[config.mk]
export PLATFORM = sky130hd
export DESIGN_NAME = wp_lock_mgr
export DESIGN_NICKNAME = d
export VERILOG_FILES = /design/src/rtl/lockmgr_pkg.sv /design/src/rtl/wp_range_regs.sv /design/src/rtl/wp_walk_ctrl.sv /design/src/rtl/wp_state_array.sv /design/src/rtl/wp_lock_mgr.sv
export SDC_FILE = /design/constraint.sdc
export NUM_CORES = 1
export LEC_CHECK = 0
export ABC_AREA = 1
export BUFFER_PORTS_ARGS = -buffer_cell sky130_fd_sc_hd__buf_2
export CELL_PAD_IN_SITES_DETAIL_PLACEMENT = 1
export CELL_PAD_IN_SITES_GLOBAL_PLACEMENT = 1
export CORE_ASPECT_RATIO = 0.8
export CORE_MARGIN = 2
export CORE_UTILIZATION = 39
export DETAILED_ROUTE_END_ITERATION = 8
export PLACE_DENSITY = 0.83
export SLEW_MARGIN = 20
export SYNTH_ARGS = -nofsm -noshare
export SYNTH_HDL_FRONTEND = slang
export SYNTH_HIERARCHICAL = 1
export SYNTH_SLANG_ARGS = --single-unit
[constraint.sdc]
create_clock -name clk_i -period 2.1 [get_ports clk_i]
set_input_delay 0.21 -clock clk_i [delete_from_list [all_inputs] [get_ports clk_i]]
set_output_delay 0.21 -clock clk_i [all_outputs]
set_load 0.02 [all_outputs]
[src/rtl/lockmgr_pkg.sv]
package lockmgr_pkg;

  typedef logic [2:0] blk_st_t;

  localparam blk_st_t ST_TIGHT    = 3'b001;
  localparam blk_st_t ST_LOCKED   = 3'b010;
  localparam blk_st_t ST_UNLOCKED = 3'b100;

  typedef enum logic [1:0] {
    OP_UNLOCK = 2'd0,
    OP_LOCK   = 2'd1,
    OP_TIGHT  = 2'd2
  } lk_op_e;

  localparam logic [7:0] CMD_UNLOCK_RNG = 8'h23;
  localparam logic [7:0] CMD_UNLOCK_ALL = 8'h27;
  localparam logic [7:0] CMD_LOCK_RNG   = 8'h2A;
  localparam logic [7:0] CMD_TIGHT_RNG  = 8'h2C;

  // State rule applied to one visited block.
  function automatic blk_st_t lk_next(lk_op_e op, blk_st_t cur);
    blk_st_t nxt;
    nxt = cur;
    case (op)
      OP_UNLOCK: if (cur != ST_TIGHT)    nxt = ST_UNLOCKED;
      OP_LOCK:   if (cur != ST_TIGHT)    nxt = ST_LOCKED;
      OP_TIGHT:  if (cur != ST_UNLOCKED) nxt = ST_TIGHT;
      default:   nxt = cur;
    endcase
    return nxt;
  endfunction

endpackage

[src/rtl/wp_range_regs.sv]
module wp_range_regs #(
  parameter int NBLK = 16,
  parameter int DW   = 16
) (
  input  logic          clk_i,
  input  logic          rst_ni,
  input  logic          busy_i,
  input  logic          start_we_i,
  input  logic          end_we_i,
  input  logic [DW-1:0] wdata_i,
  output logic [DW-1:0] start_o,
  output logic [DW-1:0] end_o
);

  localparam logic [DW-1:0] MASK = DW'(NBLK - 1);

  logic [DW-1:0] start_q, start_d;
  logic [DW-1:0] end_q, end_d;
  logic [DW-1:0] masked;
  logic          wr_start, wr_end;

  assign masked   = wdata_i & MASK;
  assign wr_start = start_we_i && !busy_i;
  assign wr_end   = end_we_i && !busy_i;

  always_comb begin
    start_d = start_q;
    end_d   = end_q;
    if (wr_start) begin
      start_d = masked;
      end_d   = masked;
    end
    if (wr_end) begin
      end_d = masked;
    end
  end

  always_ff @(posedge clk_i or negedge rst_ni) begin
    if (!rst_ni) begin
      start_q <= '0;
      end_q   <= '0;
    end else begin
      if (wr_start) start_q <= start_d;
      if (wr_start || wr_end) end_q <= end_d;
    end
  end

  assign start_o = start_q;
  assign end_o   = end_q;

  // writes during a walk leave both registers untouched
  p_hold_busy_r9: assert property (@(posedge clk_i) disable iff (!rst_ni)
    busy_i |=> ($stable(start_q) && $stable(end_q)));

  // a start write is mirrored into the end register
  p_start_copy_r6: assert property (@(posedge clk_i) disable iff (!rst_ni)
    (start_we_i && !end_we_i && !busy_i) |=> (end_q == start_q));

endmodule

[src/rtl/wp_walk_ctrl.sv]
module wp_walk_ctrl
  import lockmgr_pkg::*;
#(
  parameter int NBLK = 16,
  parameter int DW   = 16,
  parameter int AW   = $clog2(NBLK)
) (
  input  logic          clk_i,
  input  logic          rst_ni,
  input  logic          cmd_valid_i,
  input  logic [7:0]    cmd_code_i,
  input  logic [DW-1:0] start_i,
  input  logic [DW-1:0] end_i,
  output logic          busy_o,
  output logic          done_o,
  output logic          err_o,
  output logic          visit_o,
  output logic [AW-1:0] visit_blk_o,
  output lk_op_e        op_o
);

  localparam logic [DW-1:0] LIMIT = DW'(NBLK);
  localparam logic [DW-1:0] TOP   = DW'(NBLK - 1);

  typedef enum logic [1:0] {
    W_IDLE = 2'd0,
    W_WALK = 2'd1,
    W_FIN  = 2'd2
  } walk_st_e;

  walk_st_e      st_q, st_d;
  logic [DW-1:0] cur_q, cur_d;
  logic [DW-1:0] last_q, last_d;
  lk_op_e        op_q, op_d;
  logic          err_q, err_d;

  logic          known;
  logic          all_sel;
  lk_op_e        dec_op;
  logic [DW-1:0] first_idx, last_idx;
  logic          in_range;

  // Command decode
  always_comb begin
    known   = 1'b1;
    all_sel = 1'b0;
    dec_op  = OP_UNLOCK;
    case (cmd_code_i)
      CMD_UNLOCK_RNG: dec_op = OP_UNLOCK;
      CMD_UNLOCK_ALL: begin
        dec_op  = OP_UNLOCK;
        all_sel = 1'b1;
      end
      CMD_LOCK_RNG:   dec_op = OP_LOCK;
      CMD_TIGHT_RNG:  dec_op = OP_TIGHT;
      default:        known = 1'b0;
    endcase
  end

  assign first_idx = all_sel ? '0  : start_i;
  assign last_idx  = all_sel ? TOP : end_i;
  assign in_range  = (cur_q < LIMIT);

  // Next-state logic
  always_comb begin
    st_d   = st_q;
    cur_d  = cur_q;
    last_d = last_q;
    op_d   = op_q;
    err_d  = err_q;
    case (st_q)
      W_IDLE: begin
        err_d = 1'b0;
        if (cmd_valid_i && known) begin
          op_d   = dec_op;
          cur_d  = first_idx;
          last_d = last_idx;
          st_d   = (first_idx > last_idx) ? W_FIN : W_WALK;
        end
      end
      W_WALK: begin
        if (!in_range) begin
          err_d = 1'b1;
          st_d  = W_FIN;
        end else if (cur_q == last_q) begin
          st_d = W_FIN;
        end else begin
          cur_d = cur_q + 1'b1;
        end
      end
      W_FIN: begin
        st_d  = W_IDLE;
        err_d = 1'b0;
      end
      default: st_d = W_IDLE;
    endcase
  end

  // State registers
  always_ff @(posedge clk_i or negedge rst_ni) begin
    if (!rst_ni) begin
      st_q   <= W_IDLE;
      cur_q  <= '0;
      last_q <= '0;
      op_q   <= OP_UNLOCK;
      err_q  <= 1'b0;
    end else begin
      st_q  <= st_d;
      err_q <= err_d;
      if (st_q != W_FIN) begin
        cur_q  <= cur_d;
        last_q <= last_d;
        op_q   <= op_d;
      end
    end
  end

  assign busy_o      = (st_q != W_IDLE);
  assign done_o      = (st_q == W_FIN);
  assign err_o       = (st_q == W_FIN) && err_q;
  assign visit_o     = (st_q == W_WALK) && in_range;
  assign visit_blk_o = cur_q[AW-1:0];
  assign op_o        = op_q;

  // done lasts a single cycle and is followed by idle
  p_done_single_r4: assert property (@(posedge clk_i) disable iff (!rst_ni)
    done_o |=> (!done_o && !busy_o));

  // the walk steps one block per cycle
  p_walk_step_r4: assert property (@(posedge clk_i) disable iff (!rst_ni)
    (visit_o && cur_q != last_q) |=> (cur_q == $past(cur_q) + 1'b1));

  // error is reported only inside the done cycle
  p_err_in_done_r10: assert property (@(posedge clk_i) disable iff (!rst_ni)
    err_o |-> done_o);

  // a command while busy does not restart the walk
  p_no_restart_r9: assert property (@(posedge clk_i) disable iff (!rst_ni)
    (st_q == W_WALK && cur_q != last_q && in_range) |=> (st_q == W_WALK));

endmodule

[src/rtl/wp_state_array.sv]
module wp_state_array
  import lockmgr_pkg::*;
#(
  parameter int NBLK = 16,
  parameter int AW   = $clog2(NBLK)
) (
  input  logic          clk_i,
  input  logic          rst_ni,
  input  logic          visit_i,
  input  logic [AW-1:0] visit_blk_i,
  input  lk_op_e        op_i,
  input  logic [AW-1:0] qry_blk_i,
  output blk_st_t       qry_state_o,
  output logic          chg_o,
  output blk_st_t       new_st_o
);

  blk_st_t blk_q [NBLK];
  blk_st_t sel_st;
  blk_st_t nxt_st;

  assign sel_st   = blk_q[visit_blk_i];
  assign nxt_st   = lk_next(op_i, sel_st);
  assign chg_o    = visit_i && (nxt_st != sel_st);
  assign new_st_o = nxt_st;

  for (genvar i = 0; i < NBLK; i++) begin : g_blk
    logic    en;
    blk_st_t blk_d;

    assign en    = chg_o && (visit_blk_i == AW'(i));
    assign blk_d = en ? nxt_st : blk_q[i];

    always_ff @(posedge clk_i or negedge rst_ni) begin
      if (!rst_ni) begin
        blk_q[i] <= ST_LOCKED;
      end else if (en) begin
        blk_q[i] <= blk_d;
      end
    end

    // lock-tight is never left
    p_tight_sticky_r5: assert property (@(posedge clk_i) disable iff (!rst_ni)
      (blk_q[i] == ST_TIGHT) |=> (blk_q[i] == ST_TIGHT));

    // an unlocked block never goes straight to lock-tight
    p_tight_entry_r5: assert property (@(posedge clk_i) disable iff (!rst_ni)
      (blk_q[i] == ST_UNLOCKED) |=> (blk_q[i] != ST_TIGHT));

    // every stored state stays one-hot
    p_onehot_r1: assert property (@(posedge clk_i) disable iff (!rst_ni)
      $countones(blk_q[i]) == 1);
  end

  assign qry_state_o = blk_q[qry_blk_i];

endmodule

[src/rtl/wp_lock_mgr.sv]
module wp_lock_mgr
  import lockmgr_pkg::*;
#(
  parameter int NBLK = 16,
  parameter int DW   = 16,
  localparam int AW  = $clog2(NBLK)
) (
  input  logic          clk_i,
  input  logic          rst_ni,
  input  logic          cmd_valid_i,
  input  logic [7:0]    cmd_code_i,
  input  logic          start_we_i,
  input  logic          end_we_i,
  input  logic [DW-1:0] blk_addr_i,
  input  logic [AW-1:0] qry_blk_i,
  output logic [DW-1:0] start_blk_o,
  output logic [DW-1:0] end_blk_o,
  output logic          busy_o,
  output logic          done_o,
  output logic          err_o,
  output logic [2:0]    wp_status_o,
  output logic [2:0]    qry_state_o,
  output logic          qry_wp_o
);

  logic          busy;
  logic          visit;
  logic [AW-1:0] visit_blk;
  lk_op_e        op;
  logic          chg;
  blk_st_t       new_st;
  blk_st_t       qst;
  blk_st_t       wp_q, wp_d;

  wp_range_regs #(.NBLK(NBLK), .DW(DW)) u_regs (
    .clk_i      (clk_i),
    .rst_ni     (rst_ni),
    .busy_i     (busy),
    .start_we_i (start_we_i),
    .end_we_i   (end_we_i),
    .wdata_i    (blk_addr_i),
    .start_o    (start_blk_o),
    .end_o      (end_blk_o)
  );

  wp_walk_ctrl #(.NBLK(NBLK), .DW(DW), .AW(AW)) u_walk (
    .clk_i       (clk_i),
    .rst_ni      (rst_ni),
    .cmd_valid_i (cmd_valid_i),
    .cmd_code_i  (cmd_code_i),
    .start_i     (start_blk_o),
    .end_i       (end_blk_o),
    .busy_o      (busy),
    .done_o      (done_o),
    .err_o       (err_o),
    .visit_o     (visit),
    .visit_blk_o (visit_blk),
    .op_o        (op)
  );

  wp_state_array #(.NBLK(NBLK), .AW(AW)) u_arr (
    .clk_i       (clk_i),
    .rst_ni      (rst_ni),
    .visit_i     (visit),
    .visit_blk_i (visit_blk),
    .op_i        (op),
    .qry_blk_i   (qry_blk_i),
    .qry_state_o (qst),
    .chg_o       (chg),
    .new_st_o    (new_st)
  );

  // Status register: last state written into any block
  assign wp_d = new_st;

  always_ff @(posedge clk_i or negedge rst_ni) begin
    if (!rst_ni) begin
      wp_q <= ST_LOCKED;
    end else if (chg) begin
      wp_q <= wp_d;
    end
  end

  assign busy_o      = busy;
  assign wp_status_o = wp_q;
  assign qry_state_o = qst;
  assign qry_wp_o    = (qst != ST_UNLOCKED);

  // status moves only when a block changes
  p_status_hold_r7: assert property (@(posedge clk_i) disable iff (!rst_ni)
    !chg |=> $stable(wp_q));

  // block states change only while busy
  p_change_busy_r4: assert property (@(posedge clk_i) disable iff (!rst_ni)
    chg |-> busy_o);

  // masked ranges never produce a range error
  p_no_err_r10: assert property (@(posedge clk_i) disable iff (!rst_ni)
    !err_o);

endmodule

# Word-level counts from Yosys, hierarchy flattened
# Index checks and enable logic that the tools add are counted.
[op_classes]
addsub = 1
n_lt_le_gt_ge = 4
n_eq_ne = 34
muxes = 28
n_bitwise = 2
n_reduce_logical = 38
[op_table]
columns = ["op", "count"]
rows = [
  ["two-way mux 16 bit", 6],
  ["== test 4 bit (second input constant)", 8],
  ["== test 8 x 6 -> 1 bit (second input constant)", 4],
  ["one-hot mux 16 bit (2 select lines)", 1],
  ["binary-select mux 3 bit (select 4 bit)", 2],
  ["logical AND 1 bit", 22],
  ["two-way mux 3 bit", 7],
  ["adder 16 x 1 -> 16 bit (second input constant)", 1],
  ["== test 16 bit", 1],
  ["== test 4 x 3 -> 1 bit (second input constant)", 4],
  ["greater-than comparator 16 bit", 1],
  ["< comparator 16 x 5 -> 1 bit (second input constant)", 1],
  ["greater-or-equal comparator 5 bit (second input constant)", 2],
  ["NOT 4 -> 5 bit", 2],
  ["inequality test 3 bit (second input constant)", 3],
  ["one-hot mux 3 bit (3 select lines)", 1],
  ["== test 4 x 2 -> 1 bit (second input constant)", 2],
  ["two-way mux 2 bit", 4],
  ["one-hot mux 2 bit (2 select lines)", 2],
  ["nonzero test 2 bit", 4],
  ["inequality test 2 bit (second input constant)", 3],
  ["AND reduction 2 bit", 3],
  ["AND reduction 5 bit", 1],
  ["== test 2 x 1 -> 1 bit (second input constant)", 2],
  ["other kinds (15)", 20],
]
[totals]
register_bits = 108
input_bits = 33
out_inout_bits = 42
wordCells = 131

# Depth between registers and ports, before layout
[depth]
word_depth = 10
depth_mapped = 21
ltp_nobuf = 20

# Cells and area by module
# The synthesis kept the hierarchy.
[modules_own_cells]
columns = ["mod", "n_inst", "cells_each", "area_each_um2", "seq_area_each_um2"]
rows = [
  ["wp_state_array", 1, 519, 3452.1, 1221.2],
  ["wp_walk_ctrl", 1, 479, 2986.6, 925.9],
  ["wp_range_regs", 1, 63, 516.7, 200.2],
  ["wp_lock_mgr", 1, 15, 121.4, 76.3],
]

# Worst setup path before layout
# No wires, ideal clock.
[synth_path]
path_kind = "register to register"
start = "reg u_walk.cur_q[0]"
end = "reg wp_q[0] (netlist: wp_status_o[0])"
setup_ps = 117
arrival_ps = 2163
t_required_ps = 1983
setup_slack_ps = -180
path_stages_with_launch = 20
synth_period_minus_slack_ps = 2280
path_cell_list = "dfrtp_1 buf_4 buf_4 buf_6 o21ai_1 nand2_1 nand2_1 nand2_1 nand2_1 nor2_1 nand2_1 nor2_1 nor2_2 nand3_1 nand2_1 inv_2 a21boi_0 inv_2 nand2_1 nand2_1"
[synth_via]
elab_chain_len = 9
elab_cells_between_ends = 14
[synth_rtl]
columns = ["element", "line", "source"]
rows = [
  ["start, declared", "wp_walk_ctrl.sv:32", "logic [DW-1:0] cur_q, cur_d;"],
  ["start signal, assigned", "wp_walk_ctrl.sv:111", "cur_q <= cur_d;"],
  ["NOT 4 -> 5 bit (implied by the code)", "wp_state_array.sv:22", "assign sel_st = blk_q[visit_blk_i];"],
  ["binary-select mux 3 bit (select 4 bit)", "wp_state_array.sv:22", ""],
  ["two-way mux 3 bit (implied by the code) (2 in a row)", "wp_state_array.sv:22", ""],
  ["inequality test 3 bit / inequality test 3 x 1 -> 1 bit (equally long branches)", "lockmgr_pkg.sv:27, lockmgr_pkg.sv:25, lockmgr_pkg.sv:26", ""],
  ["two-way mux 3 bit, on equally long branches", "lockmgr_pkg.sv:27, lockmgr_pkg.sv:25, lockmgr_pkg.sv:26", ""],
  ["one-hot mux 3 bit (3 select lines)", "lockmgr_pkg.sv:24", "case (op)"],
  ["inequality test 3 bit", "wp_state_array.sv:24", "assign chg_o = visit_i && (nxt_st != sel_st);"],
  ["logical AND 1 bit (*)", "wp_state_array.sv:24", ""],
  ["net chg", "wp_lock_mgr.sv:30", "logic chg;"],
  ["end signal, assigned", "wp_lock_mgr.sv:80", "wp_q <= wp_d;"],
  ["end, declared", "wp_lock_mgr.sv:33", "blk_st_t wp_q, wp_d;"],
]
# Mark *: on every way through the listed nets, which the timed path passes. The rest lies on a longest branch. The select of a mux whose other input is x is not followed.
# A chain may end at the register's enable or synchronous reset.

# Worst setup path in the final report
[layout_path]
start = "reg u_walk.cur_q[0]"
end = "reg u_arr/blk_q[2] in the netlist's numbering"
[layout_via]
elab_chain_len = 10
elab_cells_between_ends = 16
[layout_rtl]
columns = ["element", "line", "source"]
rows = [
  ["NOT 4 -> 5 bit (implied by the code)", "wp_state_array.sv:22", ""],
  ["binary-select mux 3 bit (select 4 bit)", "wp_state_array.sv:22", ""],
  ["two-way mux 3 bit (implied by the code) (2 in a row)", "wp_state_array.sv:22", ""],
  ["inequality test 3 bit / inequality test 3 x 1 -> 1 bit (equally long branches)", "lockmgr_pkg.sv:27, lockmgr_pkg.sv:25, lockmgr_pkg.sv:26", ""],
  ["two-way mux 3 bit, on equally long branches", "lockmgr_pkg.sv:27, lockmgr_pkg.sv:25, lockmgr_pkg.sv:26", ""],
  ["one-hot mux 3 bit (3 select lines)", "lockmgr_pkg.sv:24", ""],
  ["inequality test 3 bit", "wp_state_array.sv:24", ""],
  ["logical AND 1 bit", "wp_state_array.sv:24", ""],
  ["logical AND 1 bit", "wp_state_array.sv:31", "assign en = chg_o && (visit_blk_i == AW'(i));"],
  ["end signal, assigned by index", "wp_state_array.sv:38", "blk_q[i] <= blk_d;"],
  ["end, declared", "wp_state_array.sv:18", "blk_st_t blk_q [NBLK];"],
]
# Parallel ways exist; a longest one is shown, timed or not. The select of a mux whose other input is x is not followed.

==> results.yml <==
status:
  outcome: "finished with violations"
  violations: "setup timing"
setup_path:
  crit_top_cell: "nand2_2"
  critPathMaxStageDelay_ps: 460
  timing_worst_setup_path_type: "register to register"
  crit_path_top_delay_cell: "dfrtp_2"
  cp-start-kind: "register"
  endpoint_kind: "register"
  ff2ff_path_depth: 19
  crit_chain: "clkinv_4 -> buf_12 -> nand2_2 -> nand2_1 -> nand2_1 -> nand2_2 -> nand2_2 -> nand2_4 -> nor2_4 -> nand3_4 -> nand2_4 -> nand3_2 -> nand2_2 -> inv_4 -> nand2_8 -> buf_12 -> nand3_4 -> nand2_2 -> nand2_1"
  cp.required_ps: 2350
  crit_arrival_ps: 2850
  crit_fanout: 7
clock_tree:
  cts_buffers: 9
  cts_tree: "built"
  insertion_delay_ps: 370
  htreeDepth: 3
  clockBufferDepth: 2
  cts.sinks: 96
  root_buffer: "clkbuf_16"
  clk_pin_slew_ps: 80
die:
  coreArea_mm2: 0.0179
  die-area_mm2: 0.0192
  io_pins: 75
  start_util_pct: 39.4
  die_w_um: 155
  fp.dieH_um: 124
  rows: 44
synth:
  avgSynthCellArea_um2: 6.58
  ys_warn_count: 6
  yosysMostFrequentCell: "nand2_1"
  netlist.area_leader.share_pct: 27.9
  yosysSeqAreaShare_pct: 34.2
  synth_cells: 1076
  asyncSetResetFlopFracSynth_pct: 100
  synth-main-ff-cell: "dfrtp_1"
  yosys-top-cells-area: "dfrtp_1 28%, nand2_1 24%, dfstp_2 6.3%"
  syn_area_mm2: 0.00708
  ys_types: 39
  synth_edf_count: 0
  synth.largest_area_cell: "dfrtp_1"
  ys_top_cells_by_count: "448 x nand2_1, 94 x inv_1, 79 x dfrtp_1"
  synth_seq_cells: 96
global_routing:
  grt_max_degree: 54
  grt_remaining_overflow: 0
  antenna_found_initial: 0
  grt_pass1_wl_um: 39500
  grt_usage_pct: 25.9
  grt_pass1_vias: 7644
timing:
  grt_setup_unrepaired: "yes"
  clock_skew_ps: 14.2
  setup_ws_ps: -503
  fmaxAchievable_ghz: 0.384
  layout_min_cycle_time_ps: 2600
  final.period_utilization_pct: 124
  finalSetupViolations: 53
  finalMaxSlewViolations: 0
  hold_viol: 0
placement:
  pre_cts_ws_ps: -305
  dp_hpwl_um: 16800
  port_buffers: 38
  gp_congestion: 0.893
pwr:
  irDropWorstVdd_uv: 393
  p_leak_nw: 4.49
  total_power_mw: 5.80
  pwr_density_cell_mw_per_mm2: 655
routing:
  drcViolationCount: 0
  avgRoutedWirePerCell_um: 19.1
  vias_per_cell: 5.53
  vias: 7738
  dr.pass1.iters: 5
  ant_nets: 0
  drt-total-wl_um: 26800
  first_iter_violations: 686
final_layout:
  area_growth_pct: 25.0
  regArea_mm2: 0.00242
  multiInputGateArea_mm2: 0.00426
  final_net_count: 1215
  antennaDiodeCount: 0
  drive_above_1_share_pct: 23.9
  nFillCells: 2306
flow_run:
  cap_viol_max_count: 0
worst_hold_path:
  min_path_type: "input pin to register"
  hold_depth: 3
layout by cell type, fill, tap and decap left out, types with 4 or more instances in the layout:
cell type,Yosys,routed
nand2_1,448,388
inv_1,94,92
dfrtp_1,79,78
nor2_1,76,70
buf_4,32,69
nand3_1,66,59
nand2_2,4,58
nand4_1,58,58
o21ai_0,51,47
buf_2,21,35
conb_1,1,24
a21oi_1,25,23
dfstp_2,17,17
ha_1,17,17
buf_12,0,14
nand3_4,1,12
clkbuf_16,0,11
nand3_2,13,10
mux2i_1,8,8
nor2_2,4,7
buf_6,5,7
o211ai_1,6,6
nor2_4,3,6
nand2_4,1,6
xor2_1,6,6
inv_2,8,5
o21ai_1,1,4
cell families (layout without fill, tap and decap cells):
group | count (synthesis) | in the layout | share of synthesized area [%]
flip-flops | 96 | 96 | 34.2
multiplexers | 8 | 8 | 1.13
adder cells (fa/ha/maj) | 17 | 17 | 3.01
buffers and inverters | 179 | 249 | 12.1
AO/OA/AOI/OAI | 90 | 90 | 6.95
other | 1 | 24 | 0.0530
XOR/XNOR | 7 | 7 | 0.866
AND/OR/NAND/NOR | 678 | 679 | 41.7
worst max-delay path: cells and delay by family, from the launching register on:
family                 cells  cell delay [ps]
buffers and inverters      4              530
flip-flops                 1              460
AND/OR/NAND/NOR           15             1480
sequential cells by signal, indices dropped and copies added (netlist names):
signal	count
u_arr/blk_q	48
u_regs/end_o	4
u_regs/start_o	4
u_walk/cur_q	16
u_walk/err_q	1
u_walk/last_q	16
u_walk/op_o	2
u_walk/st_q	2
wp_status_o	3
area by class of cell:
class	count	share of cell area, %
Multi-Input combinational cell	825	48.2
Clock buffer	9	2.55
Sequential cell	96	27.4
Tap cell	230	3.25
Timing Repair Buffer	130	13.2
Inverter	103	4.55
Clock inverter	7	0.891
metal layers:
metal / routed length, µm / up-vias / global-route usage, %
li1: - / 3573 / -
met5: 0 / - / 0
met1: 12300 / 3804 / 36.7
met4: 786 / 0 / 8.61
met3: 1700 / 67 / 4.56
met2: 12000 / 294 / 40.0
timing repair:
item,4_1_cts,5_1_grt
cloned,4,3
setup endpoints to repair,52,69
resized for setup,37,89
buffers inserted,5,4
pin swaps,7,22
hold buffers,1,0
endpoints found under the hold margin,13,0
power by group:
group	internal, mW	leakage (nW)	switching (mW)
Sequential	1.95	1.24	0.125
Combinational	0.724	3.11	1.20
Clock	0.939	0.144	0.850
path summary, 6_finish.rpt:
path                                 start                 to  slack, ps
max in group asynchronous           rst_ni     u_walk/st_q[0]       1190
min in group asynchronous           rst_ni    u_arr/blk_q[21]        240
min                          blk_addr_i[3]  u_regs/start_o[3]        100
min reg2reg                 wp_status_o[1]     wp_status_o[1]        470
max reg2reg                u_walk/cur_q[0]     u_arr/blk_q[2]       -500
max                        u_walk/cur_q[0]     u_arr/blk_q[2]       -500
metrics by stage:
step	util, %	instances	area [µm²]	hold WS, ps	TNS (ps)
floorplan	-	1099	7180	-85.6	-1700
global placement	44.2	1370	7940	84.4	-8610
detailed placement	44.2	1370	7940	81.9	-13450
CTS	47.4	1396	8500	94.1	-13670
global route	49.3	1400	8850	120	-29020
finish	49.3	1400	8850	101	-22320
No activity file was read; power rests on OpenSTA's default activity.
